$ cat config.mk
export PLATFORM = sky130hd
export DESIGN_NAME = tagged_xlate_cache
export DESIGN_NICKNAME = d
export VERILOG_FILES = /design/src/rtl/tlb_pkg.sv /design/src/rtl/tlb_cam.sv /design/src/rtl/tlb_prio.sv /design/src/rtl/tlb_victim.sv /design/src/rtl/tagged_xlate_cache.sv
export SDC_FILE = /design/constraint.sdc
export NUM_CORES = 1
export LEC_CHECK = 0
export ABC_AREA = 0
export ABC_CLOCK_PERIOD_IN_PS = 2900
export BUFFER_PORTS_ARGS = -buffer_cell sky130_fd_sc_hd__buf_2
export CAP_MARGIN = 0
export CORE_ASPECT_RATIO = 0.6
export CORE_MARGIN = 2
export CORE_UTILIZATION = 27
export CTS_BUF_LIST = sky130_fd_sc_hd__clkbuf_16
export DETAILED_ROUTE_END_ITERATION = 10
export GPL_TIMING_DRIVEN = 0
export PLACE_DENSITY = 0.49
export SLEW_MARGIN = 40
export SYNTH_ARGS = -nofsm -noshare
export SYNTH_HDL_FRONTEND = slang
export SYNTH_SLANG_ARGS = --single-unit
export TNS_END_PERCENT = 100
$ cat constraint.sdc
create_clock -name clk_i -period 2.9 [get_ports clk_i]
set_input_delay 0.58 -clock clk_i [delete_from_list [all_inputs] [get_ports clk_i]]
set_output_delay 0.58 -clock clk_i [all_outputs]
set_load 0.03 [all_outputs]
$ cat src/rtl/tlb_pkg.sv
package tlb_pkg;
  parameter int VPN_W = 6;
  parameter int OFF_W = 10;
  parameter int PFN_W = 8;
  parameter int PID_W = 4;
  localparam int VA_W = VPN_W + OFF_W;
  localparam int PA_W = PFN_W + OFF_W;

  typedef struct packed {
    logic             valid;
    logic [VPN_W-1:0] vpn;
    logic [PID_W-1:0] pid;
    logic [PFN_W-1:0] pfn;
    logic             wp;
    logic             dirty;
  } entry_t;
endpackage

$ cat src/rtl/tlb_cam.sv
module tlb_cam #(
  parameter int N = 8
) (
  input  tlb_pkg::entry_t [N-1:0]    ent_i,
  input  logic [tlb_pkg::VPN_W-1:0]  vpn_i,
  input  logic [tlb_pkg::PID_W-1:0]  pid_i,
  output logic [N-1:0]               match_o
);
  for (genvar g = 0; g < N; g++) begin : g_cmp
    assign match_o[g] = ent_i[g].valid && (ent_i[g].vpn == vpn_i) && (ent_i[g].pid == pid_i);
  end
endmodule

$ cat src/rtl/tlb_prio.sv
module tlb_prio #(
  parameter int N     = 8,
  parameter int IDX_W = $clog2(N)
) (
  input  logic [N-1:0]     vec_i,
  output logic             any_o,
  output logic [IDX_W-1:0] idx_o
);
  always_comb begin
    idx_o = '0;
    for (int i = N - 1; i >= 0; i--) begin
      if (vec_i[i]) idx_o = IDX_W'(i);
    end
  end
  assign any_o = |vec_i;
endmodule

$ cat src/rtl/tlb_victim.sv
module tlb_victim #(
  parameter int N     = 8,
  parameter int IDX_W = $clog2(N)
) (
  input  logic [N-1:0]     match_i,
  input  logic [N-1:0]     valid_i,
  input  logic [IDX_W-1:0] rr_i,
  output logic [IDX_W-1:0] idx_o,
  output logic             use_rr_o
);
  logic             m_any, i_any;
  logic [IDX_W-1:0] m_idx, i_idx;

  tlb_prio #(.N(N), .IDX_W(IDX_W)) u_match (.vec_i(match_i),  .any_o(m_any), .idx_o(m_idx));
  tlb_prio #(.N(N), .IDX_W(IDX_W)) u_free  (.vec_i(~valid_i), .any_o(i_any), .idx_o(i_idx));

  // in-place overwrite first, then free slot, then round robin
  assign idx_o    = m_any ? m_idx : (i_any ? i_idx : rr_i);
  assign use_rr_o = !m_any && !i_any;
endmodule

$ cat src/rtl/tagged_xlate_cache.sv
module tagged_xlate_cache #(
  parameter int NUM_ENT = 8
) (
  input  logic                      clk_i,
  input  logic                      rst_ni,
  input  logic                      req_valid_i,
  input  logic [tlb_pkg::VA_W-1:0]  req_vaddr_i,
  input  logic [tlb_pkg::PID_W-1:0] req_pid_i,
  input  logic                      req_store_i,
  input  logic                      flush_i,
  input  logic                      fill_valid_i,
  input  logic [tlb_pkg::VPN_W-1:0] fill_vpn_i,
  input  logic [tlb_pkg::PID_W-1:0] fill_pid_i,
  input  logic [tlb_pkg::PFN_W-1:0] fill_pfn_i,
  input  logic                      fill_wp_i,
  input  logic                      fill_dirty_i,
  output logic                      rsp_valid_o,
  output logic                      rsp_hit_o,
  output logic                      rsp_miss_o,
  output logic                      rsp_fault_o,
  output logic [tlb_pkg::PA_W-1:0]  rsp_paddr_o,
  output logic                      rsp_dirty_o,
  output logic                      rsp_wp_o
);
  import tlb_pkg::*;
  localparam int IDX_W = $clog2(NUM_ENT);

  entry_t [NUM_ENT-1:0] ent_q, ent_d;
  logic   [IDX_W-1:0]   rr_q, rr_d;
  logic   [NUM_ENT-1:0] valid_vec;

  for (genvar g = 0; g < NUM_ENT; g++) begin : g_vld
    assign valid_vec[g] = ent_q[g].valid;
  end

  // lookup path
  logic [VPN_W-1:0]   req_vpn;
  logic [OFF_W-1:0]   req_off;
  logic [NUM_ENT-1:0] l_match;
  logic               l_any;
  logic [IDX_W-1:0]   l_idx;
  entry_t             l_ent;
  logic               l_fault, l_hit;

  assign req_vpn = req_vaddr_i[VA_W-1:OFF_W];
  assign req_off = req_vaddr_i[OFF_W-1:0];

  tlb_cam  #(.N(NUM_ENT)) u_look_cam (.ent_i(ent_q), .vpn_i(req_vpn), .pid_i(req_pid_i), .match_o(l_match));
  tlb_prio #(.N(NUM_ENT), .IDX_W(IDX_W)) u_look_sel (.vec_i(l_match), .any_o(l_any), .idx_o(l_idx));

  assign l_ent   = ent_q[l_idx];
  assign l_fault = req_valid_i && l_any && req_store_i && l_ent.wp;
  assign l_hit   = req_valid_i && l_any && !l_fault;

  // refill path
  logic [NUM_ENT-1:0] f_match;
  logic [IDX_W-1:0]   f_idx;
  logic               f_use_rr;

  tlb_cam    #(.N(NUM_ENT)) u_fill_cam (.ent_i(ent_q), .vpn_i(fill_vpn_i), .pid_i(fill_pid_i), .match_o(f_match));
  tlb_victim #(.N(NUM_ENT), .IDX_W(IDX_W)) u_victim (
    .match_i (f_match),
    .valid_i (valid_vec),
    .rr_i    (rr_q),
    .idx_o   (f_idx),
    .use_rr_o(f_use_rr)
  );

  // next state: dirty update < refill < flush
  always_comb begin
    ent_d = ent_q;
    rr_d  = rr_q;
    if (l_hit && req_store_i) ent_d[l_idx].dirty = 1'b1;
    if (fill_valid_i) begin
      ent_d[f_idx].valid = 1'b1;
      ent_d[f_idx].vpn   = fill_vpn_i;
      ent_d[f_idx].pid   = fill_pid_i;
      ent_d[f_idx].pfn   = fill_pfn_i;
      ent_d[f_idx].wp    = fill_wp_i;
      ent_d[f_idx].dirty = fill_dirty_i;
      if (f_use_rr) rr_d = (rr_q == IDX_W'(NUM_ENT - 1)) ? '0 : rr_q + 1'b1;
    end
    if (flush_i) begin
      for (int i = 0; i < NUM_ENT; i++) ent_d[i].valid = 1'b0;
      rr_d = '0;
    end
  end

  always_ff @(posedge clk_i or negedge rst_ni) begin
    if (!rst_ni) begin
      ent_q <= '0;
      rr_q  <= '0;
    end else begin
      ent_q <= ent_d;
      rr_q  <= rr_d;
    end
  end

  // registered response
  always_ff @(posedge clk_i or negedge rst_ni) begin
    if (!rst_ni) begin
      rsp_valid_o <= 1'b0;
      rsp_hit_o   <= 1'b0;
      rsp_miss_o  <= 1'b0;
      rsp_fault_o <= 1'b0;
      rsp_paddr_o <= '0;
      rsp_dirty_o <= 1'b0;
      rsp_wp_o    <= 1'b0;
    end else begin
      rsp_valid_o <= req_valid_i;
      rsp_hit_o   <= l_hit;
      rsp_miss_o  <= req_valid_i && !l_any;
      rsp_fault_o <= l_fault;
      rsp_paddr_o <= l_hit ? {l_ent.pfn, req_off} : '0;
      rsp_dirty_o <= (req_valid_i && l_any) ? (l_ent.dirty || l_hit && req_store_i) : 1'b0;
      rsp_wp_o    <= (req_valid_i && l_any) ? l_ent.wp : 1'b0;
    end
  end
endmodule

==> key figures <==
Clock tree
  • CTS max path bufs: 2
  • TritonCTS Sinks: 195
  • Clk pin slew, worst setup/hold paths: 0.07 ns
  • H-tree depth: 4
  • Clk Latency, worst-skew pair: 0.47 ns
  • CTS Root Cell: clkbuf_16
  • CTS tree: done
  • Num CTS Buffers: 17

Synthesis
  • Synth area leader: dfrtp_1
  • Average size of a mapped cell: 11.4 um2
  • Seq/Total Area, Yosys: 46.9%
  • Post-Synth Adder-Cell Area: 0.241%
  • XOR/XNOR Fraction of Synth Area: 13.5%
  • Synth unique cells: 62
  • Dominant cells by area after synthesis: dfrtp_1 47%, mux2_2 16%, xnor2_1 13%
  • Largest family of logic cells by synthesized area: multiplexers
  • Post-Synth Simple-Gate Area: 12.6%
  • Area fraction in compound gates after synthesis: 5.46%
  • Synth top area share: 46.9%
  • Post-synth EDFFs: 0
  • Mapped cell area: 10400 um2
  • Syn nets: 962
  • Top FF cell, synth: dfrtp_1
  • Ys async rst share: 100%
  • Cells after Synth: 914
  • Post-synthesis mux area share: 17.7%
  • Number of synthesized register bits: 195
  • Yosys warnings: 0

Hold path
  • Hold path depth: 2
  • Hold crit path type: primary input to flip-flop

Final layout
  • Post-route cell area: 13400 um2
  • Layout Nets: 1087
  • Multi-input combinational cell area: 5910 um2
  • FILL cells: 3769
  • Ant. Diodes: 0
  • Sequential cell area: 4890 um2
  • Fraction of layout cells with a size suffix above 1: 43.4%
  • Final Core Density: 35.5%
  • Area Overhead vs Synth: 29.2%

Status
  • Outcome: complete, but fails checks
  • Violations in the final reports: negative setup slack

STA
  • Fin Clk Skew: 0.0160 ns
  • Fmax: 336 MHz
  • Worst slew margin: 39.4%
  • Period utilisation layout: 103%
  • Setup TNS: -1.39 ns
  • Endpoints failing hold: 0
  • RSZ-0062 raised after global routing: true
  • Count of final max-slew check failures: 0
  • Tmin final: 2.97 ns
  • Setup ws final: -0.0733 ns
  • Setup Viol. Count Final: 53
  • Slew @ Worst Pin: 0.905 ns
  • WHS: 0.270 ns

GRT
  • Vias in the first global route: 7802
  • First-pass GRT wire length: 53.3 mm
  • Largest net degree at the start of global routing: 71
  • Final global-route overflow total: 0
  • Total global-route track usage: 18.5%
  • Antenna violations before repair: 1

Floorplan
  • Ports: 70
  • Die Area: 40200 um2
  • Die Ht: 156 um
  • Core Box Area: 37800 um2
  • Row cnt: 55
  • Starting density of the core: 27.5%
  • Die span in x: 257 um

Critical path
  • R2R setup slack: -0.07 ns
  • Worst R2R Path Depth: 11
  • Crit-path max FO: 5
  • Worst path required time: 3.24 ns
  • Crit Path Category: flip-flop to flip-flop
  • Setup crit end kind: flip-flop
  • CP startpoint kind: flip-flop
  • Worst path arrival time: 3.32 ns

Placed design
  • Dpl ws: -1.47 ns
  • Hpwl dp: 25.4 mm
  • Area post-placement: 11500 um2
  • Final Wtd Congestion: 0.893
  • # port buffers: 48

Drt
  • Wirelength per Cell: 23.5 um
  • DRC viols: 0
  • Post-DRT Antenna Nets: 0
  • Total number of vias: 7970
  • Drt total wl: 36.8 mm
  • Initial detailed-routing violation count: 685
  • First-pass DRT Iterations: 5
  • DR vias/cell: 5.10

Pwr
  • PwrDens: 525 nW/um2
  • Peak VDD IR: 392 uV
  • Leak: 0.00581 uW

Flow run
  • Maxcap violations: 0
worst max-delay path: stages, from the launching register on:
cell	delay, ns
dfrtp_2	0.47
xnor2_1	0.32
nand4_1	0.21
nor3_4	0.41
nor3_2	0.14
a211oi_2	0.23
buf_4	0.18
o211ai_1	0.10
buf_4	0.19
buf_6	0.13
buf_12	0.14
mux2_1	0.31
through the flow:
stage / total power [uW] / cells
after floorplan: 4030 / 914
after global placement: 4400 / 1475
after detailed placement: 4440 / 1478
after CTS: 7010 / 1540
after global routing: 7340 / 1564
final: 7060 / 1564
path summary, 6_finish.rpt:
check | from | endpoint
hold / removal | flush_i | ent_q[167]$_DFFE_PN0P_
hold reg to reg | ent_q[156]$_DFFE_PN0N_ | ent_q[156]$_DFFE_PN0N_
min in group asynchronous | rst_ni | ent_q[4]$_DFFE_PN0N_
setup / recovery | ent_q[76]$_DFFE_PN0N_ | ent_q[36]$_DFFE_PN0N_
max in group asynchronous | rst_ni | ent_q[146]$_DFFE_PN0P_
setup reg to reg | ent_q[76]$_DFFE_PN0N_ | ent_q[36]$_DFFE_PN0N_
cell families (layout without fill, tap and decap cells):
family / count (synthesis) / count (layout)
flops: 195 / 195
mux: 164 / 164
compound gates: 82 / 83
buf+inv: 74 / 210
xor+xnor: 160 / 160
simple gates: 237 / 237
fa+ha+maj: 2 / 2
Yosys cell counts (all sizes together), types with 3 or more instances:
cell	n
dfrtp	195
xnor2	159
mux2	155
buf	49
nand4	47
nand3	38
nor2	38
nand2	34
nor3	33
a21oi	22
inv	19
o21ai	13
and2	12
a31oi	11
mux2i	9
or3	8
and3	6
clkbuf	6
nor4	6
o211ai	6
o22ai	6
a211oi	3
and4	3
nand2b	3
nor4b	3
layout by cell type (no fill, tap or decap), types with 19 or more instances in the layout:
master / instances
nand3_1: 28
dfrtp_1: 188
xnor2_2: 27
nor2_1: 34
nand2_1: 32
mux2_2: 144
nand4_1: 47
buf_2: 58
inv_1: 19
xnor2_1: 130
buf_4: 58
buf_6: 22
flip-flops by register name (all words and copies together), names as in the netlist:
register	cells
rsp_wp_o	1
rsp_paddr_o	18
ent_q	168
rsp_dirty_o	1
rr_q	3
rsp_fault_o	1
rsp_valid_o	1
rsp_miss_o	1
rsp_hit_o	1
power breakdown:
| group | leakage, uW | internal (uW) | switching [uW] |
|---|---|---|---|
| sequential | 0.00254 | 3000 | 277 |
| combinational | 0.00299 | 661 | 648 |
| clock | 0.000274 | 1340 | 1130 |
per-layer routing:
layer / track usage [%] / vias to the layer above / part of all wire [%]
met4: 4.40 / 0 / 0.98
met3: 6.29 / 27 / 8.8
li1: - / 3504 / -
met2: 24.2 / 293 / 39
met5: 0 / - / 0
met1: 28.3 / 4146 / 51
timing repair:
action,4_1_cts,5_1_grt
resized for setup,114,83
gates cloned,3,1
pin swaps,28,37
buffers inserted,30,23
hold endpoints to repair,23,0
hold buffers,1,0
setup endpoints to repair,190,176
cell type report:
type | instances | share of cell area [%]
repair buffers | 108 | 6.13
inverters | 19 | 0.531
multi-input cells | 646 | 43.9
clock inverters | 14 | 1.21
well taps | 513 | 4.78
flip-flops and latches | 195 | 36.4
clock buffers | 17 | 3.17
plain buffers | 52 | 3.86
No activity file was read; power rests on OpenSTA's default activity.
